File: config.mk
export PLATFORM = sky130hd
export DESIGN_NAME = xbar_alloc
export DESIGN_NICKNAME = d
export VERILOG_FILES = /design/src/rtl/xbar_pkg.sv /design/src/rtl/xbar_sig_table.sv /design/src/rtl/xbar_skip_gen.sv /design/src/rtl/xbar_pin_seek.sv /design/src/rtl/xbar_alloc.sv
export SDC_FILE = /design/constraint.sdc
export NUM_CORES = 1
export LEC_CHECK = 0
export BUFFER_PORTS_ARGS = -buffer_cell sky130_fd_sc_hd__buf_4
export CORE_MARGIN = 2
export CORE_UTILIZATION = 42
export DETAILED_ROUTE_END_ITERATION = 12
export HOLD_SLACK_MARGIN = 0.05
export PLACE_DENSITY = 0.67
export SYNTH_ARGS = -nofsm -noshare
export SYNTH_HDL_FRONTEND = slang
export SYNTH_SLANG_ARGS = --single-unit
File: constraint.sdc
create_clock -name clk -period 4.04 [get_ports clk]
set_clock_uncertainty 0.05 [all_clocks]
set_input_delay 1.212 -clock clk [delete_from_list [all_inputs] [get_ports clk]]
set_output_delay 1.212 -clock clk [all_outputs]
set_load 0.005 [all_outputs]
File: src/rtl/xbar_pkg.sv
package xbar_pkg;

  localparam int NUM_PERIPH = 10;
  localparam int CC_CH      = 5;
  localparam int NUM_SIGS   = 15 + CC_CH;
  localparam int SIG_W      = $clog2(NUM_SIGS);
  localparam int PER_W      = $clog2(NUM_PERIPH);

  // Priority order equals enum order.
  typedef enum logic [PER_W-1:0] {
    PR_UART_A = 0,
    PR_TWI    = 1,
    PR_SPI    = 2,
    PR_UART_B = 3,
    PR_CCAP   = 4,
    PR_TMR_A  = 5,
    PR_TMR_B  = 6,
    PR_IRQ_A  = 7,
    PR_IRQ_B  = 8,
    PR_CNV    = 9
  } periph_e;

  function automatic int unsigned periph_sigs(input int unsigned p);
    case (p)
      0, 1, 3: return 2;
      2:       return 4;
      4:       return CC_CH;
      default: return 1;
    endcase
  endfunction

  function automatic int unsigned periph_base(input int unsigned p);
    int unsigned acc;
    acc = 0;
    for (int unsigned k = 0; k < p; k++) acc += periph_sigs(k);
    return acc;
  endfunction

  function automatic int unsigned owner_of(input int unsigned s);
    int unsigned own;
    own = 0;
    for (int unsigned k = 0; k < NUM_PERIPH; k++)
      if (s >= periph_base(k)) own = k;
    return own;
  endfunction

  function automatic logic sig_dir_in(input int unsigned s);
    int unsigned own;
    int unsigned off;
    own = owner_of(s);
    off = s - periph_base(own);
    case (own)
      0, 3:    return (off == 1);
      1, 4:    return 1'b0;
      2:       return (off == 1) || (off == 3);
      default: return 1'b1;
    endcase
  endfunction

endpackage

File: src/rtl/xbar_sig_table.sv
module xbar_sig_table
  import xbar_pkg::*;
(
  input  logic [SIG_W-1:0] sig_idx,
  output logic [PER_W-1:0] owner,
  output logic             is_in
);

  logic [NUM_SIGS-1:0][PER_W-1:0] tbl_owner;
  logic [NUM_SIGS-1:0]            tbl_in;

  for (genvar s = 0; s < NUM_SIGS; s++) begin : g_row
    assign tbl_owner[s] = PER_W'(owner_of(s));
    assign tbl_in[s]    = sig_dir_in(s);
  end

  always_comb begin
    owner = '0;
    is_in = 1'b0;
    if (int'(sig_idx) < NUM_SIGS) begin
      owner = tbl_owner[sig_idx];
      is_in = tbl_in[sig_idx];
    end
  end

endmodule

File: src/rtl/xbar_skip_gen.sv
module xbar_skip_gen #(
  parameter int NUM_PINS = 32,
  parameter int ALE_PIN  = 5,
  parameter int RD_PIN   = 6,
  parameter int WR_PIN   = 7
) (
  input  logic [NUM_PINS-1:0] analog_mask,
  input  logic                emif_low,
  input  logic                emif_mux,
  output logic [NUM_PINS-1:0] usable
);

  logic [NUM_PINS-1:0] reserved;

  always_comb begin
    reserved = '0;
    if (emif_low) begin
      reserved[RD_PIN] = 1'b1;
      reserved[WR_PIN] = 1'b1;
      if (emif_mux) reserved[ALE_PIN] = 1'b1;
    end
  end

  assign usable = ~(analog_mask | reserved);

endmodule

File: src/rtl/xbar_pin_seek.sv
module xbar_pin_seek #(
  parameter int NUM_PINS = 32,
  parameter int PTR_W    = 6,
  parameter int PIN_W    = 5
) (
  input  logic [NUM_PINS-1:0] usable,
  input  logic [PTR_W-1:0]    start,
  output logic                found,
  output logic [PIN_W-1:0]    pin
);

  // Lowest usable pin at or above start.
  always_comb begin
    found = 1'b0;
    pin   = '0;
    for (int i = NUM_PINS - 1; i >= 0; i--) begin
      if (usable[i] && (PTR_W'(i) >= start)) begin
        found = 1'b1;
        pin   = PIN_W'(i);
      end
    end
  end

endmodule

File: src/rtl/xbar_alloc.sv
module xbar_alloc
  import xbar_pkg::*;
#(
  parameter int PORTS  = 4,
  parameter int PORT_W = 8
) (
  input  logic                           clk,
  input  logic                           rst_n,
  input  logic [NUM_PERIPH-1:0]          periph_en,
  input  logic [PORTS*PORT_W-1:0]        analog_mask,
  input  logic                           emif_low,
  input  logic                           emif_mux,
  output logic [PORTS*PORT_W-1:0]        pin_used,
  output logic [PORTS*PORT_W*SIG_W-1:0]  pin_sig,
  output logic [PORTS*PORT_W-1:0]        pin_in,
  output logic                           overflow,
  output logic                           map_valid
);

  localparam int NUM_PINS = PORTS * PORT_W;
  localparam int PTR_W    = $clog2(NUM_PINS + 1);
  localparam int PIN_W    = $clog2(NUM_PINS);
  localparam int CNT_W    = $clog2(NUM_SIGS + 1);

  typedef struct packed {
    logic [NUM_PERIPH-1:0] en;
    logic [NUM_PINS-1:0]   analog;
    logic                  low;
    logic                  mux;
  } cfg_t;

  cfg_t live_cfg, snap_cfg;
  assign live_cfg = '{en: periph_en, analog: analog_mask, low: emif_low, mux: emif_mux};

  logic                            busy;
  logic [CNT_W-1:0]                sig_cnt;
  logic [PTR_W-1:0]                next_pin;
  logic [NUM_PINS-1:0]             used_q, in_q;
  logic [NUM_PINS-1:0][SIG_W-1:0]  sig_q;
  logic                            ovf_q, valid_q;

  logic [NUM_PINS-1:0] usable;
  logic [PER_W-1:0]    cur_owner;
  logic                cur_in;
  logic                seek_found;
  logic [PIN_W-1:0]    seek_pin;
  logic                cfg_changed;
  logic                scan_done;

  xbar_skip_gen #(.NUM_PINS(NUM_PINS)) u_skip (
    .analog_mask (snap_cfg.analog),
    .emif_low    (snap_cfg.low),
    .emif_mux    (snap_cfg.mux),
    .usable      (usable)
  );

  xbar_sig_table u_table (
    .sig_idx (sig_cnt[SIG_W-1:0]),
    .owner   (cur_owner),
    .is_in   (cur_in)
  );

  xbar_pin_seek #(.NUM_PINS(NUM_PINS), .PTR_W(PTR_W), .PIN_W(PIN_W)) u_seek (
    .usable (usable),
    .start  (next_pin),
    .found  (seek_found),
    .pin    (seek_pin)
  );

  assign cfg_changed = (live_cfg != snap_cfg);
  assign scan_done   = (int'(sig_cnt) == NUM_SIGS);

  always_ff @(posedge clk or negedge rst_n) begin
    if (!rst_n) begin
      snap_cfg <= '0;
      busy     <= 1'b1;
      sig_cnt  <= '0;
      next_pin <= '0;
      used_q   <= '0;
      in_q     <= '0;
      sig_q    <= '0;
      ovf_q    <= 1'b0;
      valid_q  <= 1'b0;
    end else if (cfg_changed) begin
      snap_cfg <= live_cfg;
      busy     <= 1'b1;
      sig_cnt  <= '0;
      next_pin <= '0;
      used_q   <= '0;
      in_q     <= '0;
      sig_q    <= '0;
      ovf_q    <= 1'b0;
      valid_q  <= 1'b0;
    end else if (busy) begin
      if (scan_done) begin
        busy    <= 1'b0;
        valid_q <= 1'b1;
      end else begin
        if (snap_cfg.en[cur_owner]) begin
          if (seek_found) begin
            used_q[seek_pin] <= 1'b1;
            in_q[seek_pin]   <= cur_in;
            sig_q[seek_pin]  <= sig_cnt[SIG_W-1:0];
            next_pin         <= PTR_W'(seek_pin) + 1'b1;
          end else begin
            ovf_q <= 1'b1;
          end
        end
        sig_cnt <= sig_cnt + 1'b1;
      end
    end
  end

  assign pin_used  = used_q;
  assign pin_in    = in_q;
  assign pin_sig   = sig_q;
  assign overflow  = ovf_q;
  assign map_valid = valid_q;

endmodule

Yosys cells after proc, flatten, opt, wreduce, memory -nomap -nowiden. Memories as Yosys holds them, arrays and structs flattened. Index checks and enable logic that the tools add are counted.

Logic and storage cells: 244. Memories: 2. ROM bits: 160. Output and inout port bits: 226. Flip-flop bits (word level): 282. Input bits: 46.

Memory list: (no name shown) (depth 32, width 4, read ports 1, clocked after memory_dff 0, wr ports 0, line xbar_sig_table.sv:21) `owner = tbl_owner[sig_idx];`; (no name shown) (depth 32, width 1, read ports 1, clocked after memory_dff 0, wr ports 0, line xbar_sig_table.sv:22) `is_in = tbl_in[sig_idx];`.

Equal/unequal tests: 4. Bitwise logic cells: 3. Reduce and logical (&&, ||, !) cells: 41. Order comparisons: 37. Mux-type cells: 112. Add/subtract/negate cells: 2.

Operator list (number): 160-bit 2-to-1 mux (5); 32-bit 2-to-1 mux (10); 5-bit 2-to-1 mux (36); 160-bit bitwise mux (1); 5-bit by 6-bit greater-or-equal comparator with 1-bit output, first input constant (16); 4-bit by 6-bit greater-or-equal comparator with 1-bit output, first input constant (8); 1-bit 2-to-1 mux (48); 44-bit inequality test (1); 1-bit logical AND (33); 32-bit bitwise mux (1); 32-bit NOT (1); 32-bit bitwise OR (1); 32-bit by 8-bit bitwise OR with 32-bit output (1); 6-bit 2-to-1 mux (5); 5-bit demux with 5-bit select (1); 3-bit by 6-bit greater-or-equal comparator with 1-bit output, first input constant (4); 1-bit by 6-bit greater-or-equal comparator with 1-bit output, first input constant (2); 2-bit by 6-bit greater-or-equal comparator with 1-bit output, first input constant (2); 5-bit by 6-bit less-than comparator with 1-bit output, second input constant (2); 4-bit 2-to-1 mux (2); 4-bit AND reduction (2); 2-bit nonzero test (4); 5-bit by 1-bit adder with 6-bit output, second input constant (1); 5-bit by 1-bit adder with 5-bit output, second input constant (1); other kinds (10) (11).

Logic depth before layout (Yosys ltp).
Word-level depth: 47. Mapped depth: 16. Gate-level depth less buffers: 12.

Cells and area by module. Synthesis repeated with hierarchy kept, for this count alone.

Cell total of the unflattened synthesis: 1621. Area, all modules: 15467.3 sq um.

By module, submodules not included: xbar_alloc (seq. area each 7058.0 sq um, cells an instance 1391, instances 1, area an instance 14093.5 sq um); xbar_pin_seek (seq. area each 0.0 sq um, cells an instance 179, instances 1, area an instance 1121.1 sq um); xbar_sig_table (seq. area each 0.0 sq um, cells an instance 19, instances 1, area an instance 127.6 sq um); xbar_skip_gen (seq. area each 0.0 sq um, cells an instance 32, instances 1, area an instance 125.1 sq um).

Least setup slack after synthesis. Ideal clock, no wire load.

Path kind: reg2reg. Start: register next_pin[4]. End: register in_q[15], in the netlist pin_in[15]. Period minus slack after synthesis: 3.438 ns. Data arrival time: 3.256 ns. Path slack: 0.602 ns. Path buffers: 3. Stages on the path, launching flop included: 16. Setup time: 0.132 ns. Required time: 3.858 ns. Path through: dfrtp_1 > buf_2 > or2_1 > clkbuf_1 > a211oi_1 > o22a_1 > o311ai_1 > a2111o_1 > o21a_1 > a21o_1 > inv_1 > ha_1 > buf_2 > nand3_2 > mux2i_1 > nor2_1.

Word-level cells in the longest chain between the ends: 44. Elaborated cells on any way between the ends: 141. Classes of those cells: 34 x order compare; 72 x mux; 35 x reduce/logical.

Ends and longest elaborated chain: start: declaration (line xbar_alloc.sv:37) `logic [PTR_W-1:0] next_pin;`; start signal: assignment (line xbar_alloc.sv:104) `next_pin <= PTR_W'(seek_pin) + 1'b1;`; 5-bit by 6-bit greater-or-equal comparator with 1-bit output (line xbar_pin_seek.sv:17) `if (usable[i] && (PTR_W'(i) >= start)) begin`; 1-bit logical AND (line xbar_pin_seek.sv:17); 5-bit 2-to-1 mux (32 in a row) (line xbar_pin_seek.sv:17); 5-bit by 6-bit less-than comparator with 1-bit output (not written as such) or 5-bit by 1-bit greater-or-equal comparator with 1-bit output (tied branches) (line xbar_alloc.sv:102) `in_q[seek_pin] <= cur_in;`; 1-bit logical AND (not written as such) (line xbar_alloc.sv:102); 1-bit 2-to-1 mux (not written as such) (line xbar_alloc.sv:102); 1-bit demux with 5-bit select (line xbar_alloc.sv:102); 32-bit bitwise mux (line xbar_alloc.sv:102); 32-bit 2-to-1 mux (line xbar_alloc.sv:100) `if (seek_found) begin`; 32-bit 2-to-1 mux (line xbar_alloc.sv:99) `if (snap_cfg.en[cur_owner]) begin`; 32-bit 2-to-1 mux (line xbar_alloc.sv:95) `if (scan_done) begin`; 32-bit 2-to-1 mux (line xbar_alloc.sv:94) `end else if (busy) begin`; 32-bit 2-to-1 mux (line xbar_alloc.sv:84) `end else if (cfg_changed) begin`; end signal: indexed assignment (line xbar_alloc.sv:102); end: declaration (line xbar_alloc.sv:38) `logic [NUM_PINS-1:0] used_q, in_q;`.

Parallel ways exist; a longest one is shown, timed or not. The select of a mux whose other input is x is not followed. A chain may end at the register's enable or synchronous reset.

Final worst setup path.
Start: register next_pin[3]. End: register sig_q, in the netlist pin_sig[82].

Word-level cells in the longest chain between the ends: 44. Elaborated cells on any way between the ends: 141. Classes of those cells: 34 x order compare; 72 x mux; 35 x reduce/logical.

Ends and longest elaborated chain: 5-bit by 6-bit greater-or-equal comparator with 1-bit output (line xbar_pin_seek.sv:17); 1-bit logical AND (line xbar_pin_seek.sv:17); 5-bit 2-to-1 mux (32 in a row) (line xbar_pin_seek.sv:17); 5-bit by 6-bit less-than comparator with 1-bit output (not written as such) or 5-bit by 1-bit greater-or-equal comparator with 1-bit output (tied branches) (line xbar_alloc.sv:103) `sig_q[seek_pin] <= sig_cnt[SIG_W-1:0];`; 1-bit logical AND (not written as such) (line xbar_alloc.sv:103); 5-bit 2-to-1 mux (not written as such) (line xbar_alloc.sv:103); 5-bit demux with 5-bit select (line xbar_alloc.sv:103); 160-bit bitwise mux (line xbar_alloc.sv:103); 160-bit 2-to-1 mux (line xbar_alloc.sv:100); 160-bit 2-to-1 mux (line xbar_alloc.sv:99); 160-bit 2-to-1 mux (line xbar_alloc.sv:95); 160-bit 2-to-1 mux (line xbar_alloc.sv:94); 160-bit 2-to-1 mux (line xbar_alloc.sv:84); end signal: indexed assignment (line xbar_alloc.sv:103); end: declaration (line xbar_alloc.sv:39) `logic [NUM_PINS-1:0][SIG_W-1:0] sig_q;`.

Parallel ways exist; a longest one is shown, timed or not. The select of a mux whose other input is x is not followed.

==> impl_metrics.toml <==
[pwr]
p_per_area_nw_per_um2 = 370
leakage_nw = 8.82
power_mw = 6.26
ir_drop_uv = 248

[synthesis]
synth_area_per_cell_sq_um = 11.2
synth_fp_nets = 1256
synthArstFlopShare_pct = 100
mappedNetlistArea_sq_um = 13400
synth_flop_cell = "dfrtp_1"
synth_seq_cells = 282
synth_top_area_share_pct = 52.4
ys_top_cells_by_area = "dfrtp_1 (52%), mux2i_1 (15%), nor2_1 (6.4%), nand3_4 (4.1%), clkbuf_1 (2.1%)"
synth_top_cell_by_area = "dfrtp_1"
yosysSeqAreaShare_pct = 52.6
synth_edf_count = 0
ys_types = 70
synthCells = 1202
synth_warnings = 0

[drt]
post_drt_wl_per_cell_um = 20.7
drc = 0
initialDrtViolationCount = 666
ant_nets = 0
vias = 9806
vias_per_cell = 5.29
dr.pass1.iters = 5
wl_um = 38300

[clock_network]
htree_levels = 2
ctsResizeCount = 0
clk_latency_ns = 0.51
clkTransAtPathRegs_ns = 0.06
cts_root_buf = "clkbuf_16"
cts_tree = "built"
cts_buffers = 34
clock_sinks = 282
post_cts_buffers = 0
cts_hold_buf = 0
cts_buffer_depth = 3

[cells_and_area]
area_growth_pct = 26.3
final_common_cell = "buf_4"
final_cell_mix = "buf_4 (302), dfrtp_1 (276), nor2_1 (229), mux2i_1 (196), a21oi_1 (47)"
final_nets = 1481
antenna_cells = 0
drive_above_1_share_pct = 29.6
design_area_sq_um = 16900

[sta]
hold_viol_final = 0
max_slew.worst_pin.slew_ns = 0.873
rsz0062_at_grt = "false"
max_freq_ghz = 0.270
setup_viol = 0
period_share_pct = 91.8
holdWs_ns = 0.460
finalCriticalPeriod_ns = 3.71
timing.slew.headroom_pct = 41.8
drv_slew = 0

[global_routing]
grt_max_degree = 179
busiest_layer = "met2"
grtUsageTotal_pct = 22.9
grt_pass1_vias = 9930
grt.met2_usage_pct = 36.4
grt_first_pass_wirelength_um = 59500
grt_use_met1_pct = 30.9
antenna_found_initial = 0
grt_overflow = 0
grt_use_met3_pct = 6.43

[worst_setup_path]
critPathRequiredTime_ns = 4.35
worstPathArrival_ns = 4.02
critPathKind = "flip-flop to flip-flop"
cp-end-kind = "flip-flop"
path_max_fanout = 15
critPathLaunchType = "flip-flop"

[place]
hpwl_um = 26100
gp_congestion = 0.852
place_area_sq_um = 15800
place.port_buffers = 271

[die]
fp.dieW_um = 183
core_area_sq_um = 31500
die_area_sq_um = 33400
initial_utilization_pct = 42.6
rows = 65
fp.dieH_um = 183
pin_count = 272

[outcome]
status = "finished clean"

[worst_hold_path]
hold_class = "flip-flop to flip-flop"

[run]
maxCapViolCount = 0
## kinds of logic after synthesis
group / Yosys count / share of synthesized area (%)
flops: 282 / 52.6
compound gates: 144 / 7.82
buf+inv: 164 / 5.58
mux: 199 / 14.9
fa+ha+maj: 8 / 0.747
simple gates: 355 / 15.1
xor+xnor: 50 / 3.27
## power by group
group	internal (mW)	switching, mW	total [mW]
combinational	0.111	0.165	0.275
sequential	2.85	0.0301	2.88
clock	1.92	1.19	3.11
total	4.88	1.38	6.26
## registers in the layout, indices dropped and copies added (netlist names)
| signal | flops |
|---|---|
| pin_in | 32 |
| snap_cfg | 44 |
| pin_sig | 160 |
| overflow | 1 |
| sig_cnt | 5 |
| next_pin | 6 |
| pin_used | 32 |
| busy | 1 |
| map_valid | 1 |
## cell type report
class,count,area (sq um)
well taps,402,503
multi-input cells,756,5630
fillers,2772,14500
repair buffers,311,2440
clock buffers,48,963
flip-flops and latches,282,7060
clock inverters,11,174
inverters,42,158
## path summary, 6_finish.rpt
check,startpoint,endpoint,slack (ns),cells past startpoint
min reg2reg,pin_used[4]$_DFFE_PN0P_,pin_used[4]$_DFFE_PN0P_,0.46,2
max,next_pin[3]$_DFFE_PN0P_,pin_sig[82]$_DFFE_PN0P_,0.33,15
min in group asynchronous,rst_n,pin_sig[150]$_DFFE_PN0P_,0.63,1
max in group asynchronous,rst_n,pin_used[16]$_DFFE_PN0P_,2.47,2
max reg2reg,next_pin[3]$_DFFE_PN0P_,pin_sig[82]$_DFFE_PN0P_,0.33,15
min,pin_used[4]$_DFFE_PN0P_,pin_used[4]$_DFFE_PN0P_,0.46,2
## worst max-delay path, stage by stage, from the launching register on
cell,delay (ns)
dfrtp_1,0.67
buf_4,0.27
nand4_1,0.16
nand3_1,0.16
nor2_1,0.07
a2111oi_0,0.48
a21oi_1,0.16
a2bb2oi_1,0.19
a211oi_1,0.24
buf_4,0.17
inv_1,0.05
ha_1,0.19
buf_4,0.22
nand3_2,0.21
mux2i_1,0.23
nor2_1,0.05
## metal layers
layer	wire length [um]	part of all wire (%)	vias up
met2	17900	47	280
met4	947	2.5	0
li1	-	-	4534
met3	2920	7.6	52
met5	0	0	-
met1	16600	43	4940
## synthesized netlist by cell type (8+ instances only)
cell and number:
a211oi_1 13, a21o_1 9, a21oi_1 47, buf_2 34, clkbuf_1 76, dfrtp_1 281
ha_1 8, inv_1 42, mux2i_1 196, nand2_1 15, nand3_4 31, nand4_1 11
nor2_1 229, nor3_1 12, o21ai_0 12, xnor2_1 22, xor2_1 28
## through the flow
step           TNS [ns]  setup WS (ns)  util, %  std cells
6_report              0          0.332     53.8       1852
5_1_grt               0         0.0416     53.8       1852
4_1_cts               0          0.339     53.8       1852
3_5_place_dp    -0.0737        -0.0242     50.2       1793
3_3_place_gp    -0.0173        -0.0121     50.2       1793
2_1_floorplan         0          0.602        -       1202
Note: power is estimated with default switching activity, not from simulation.
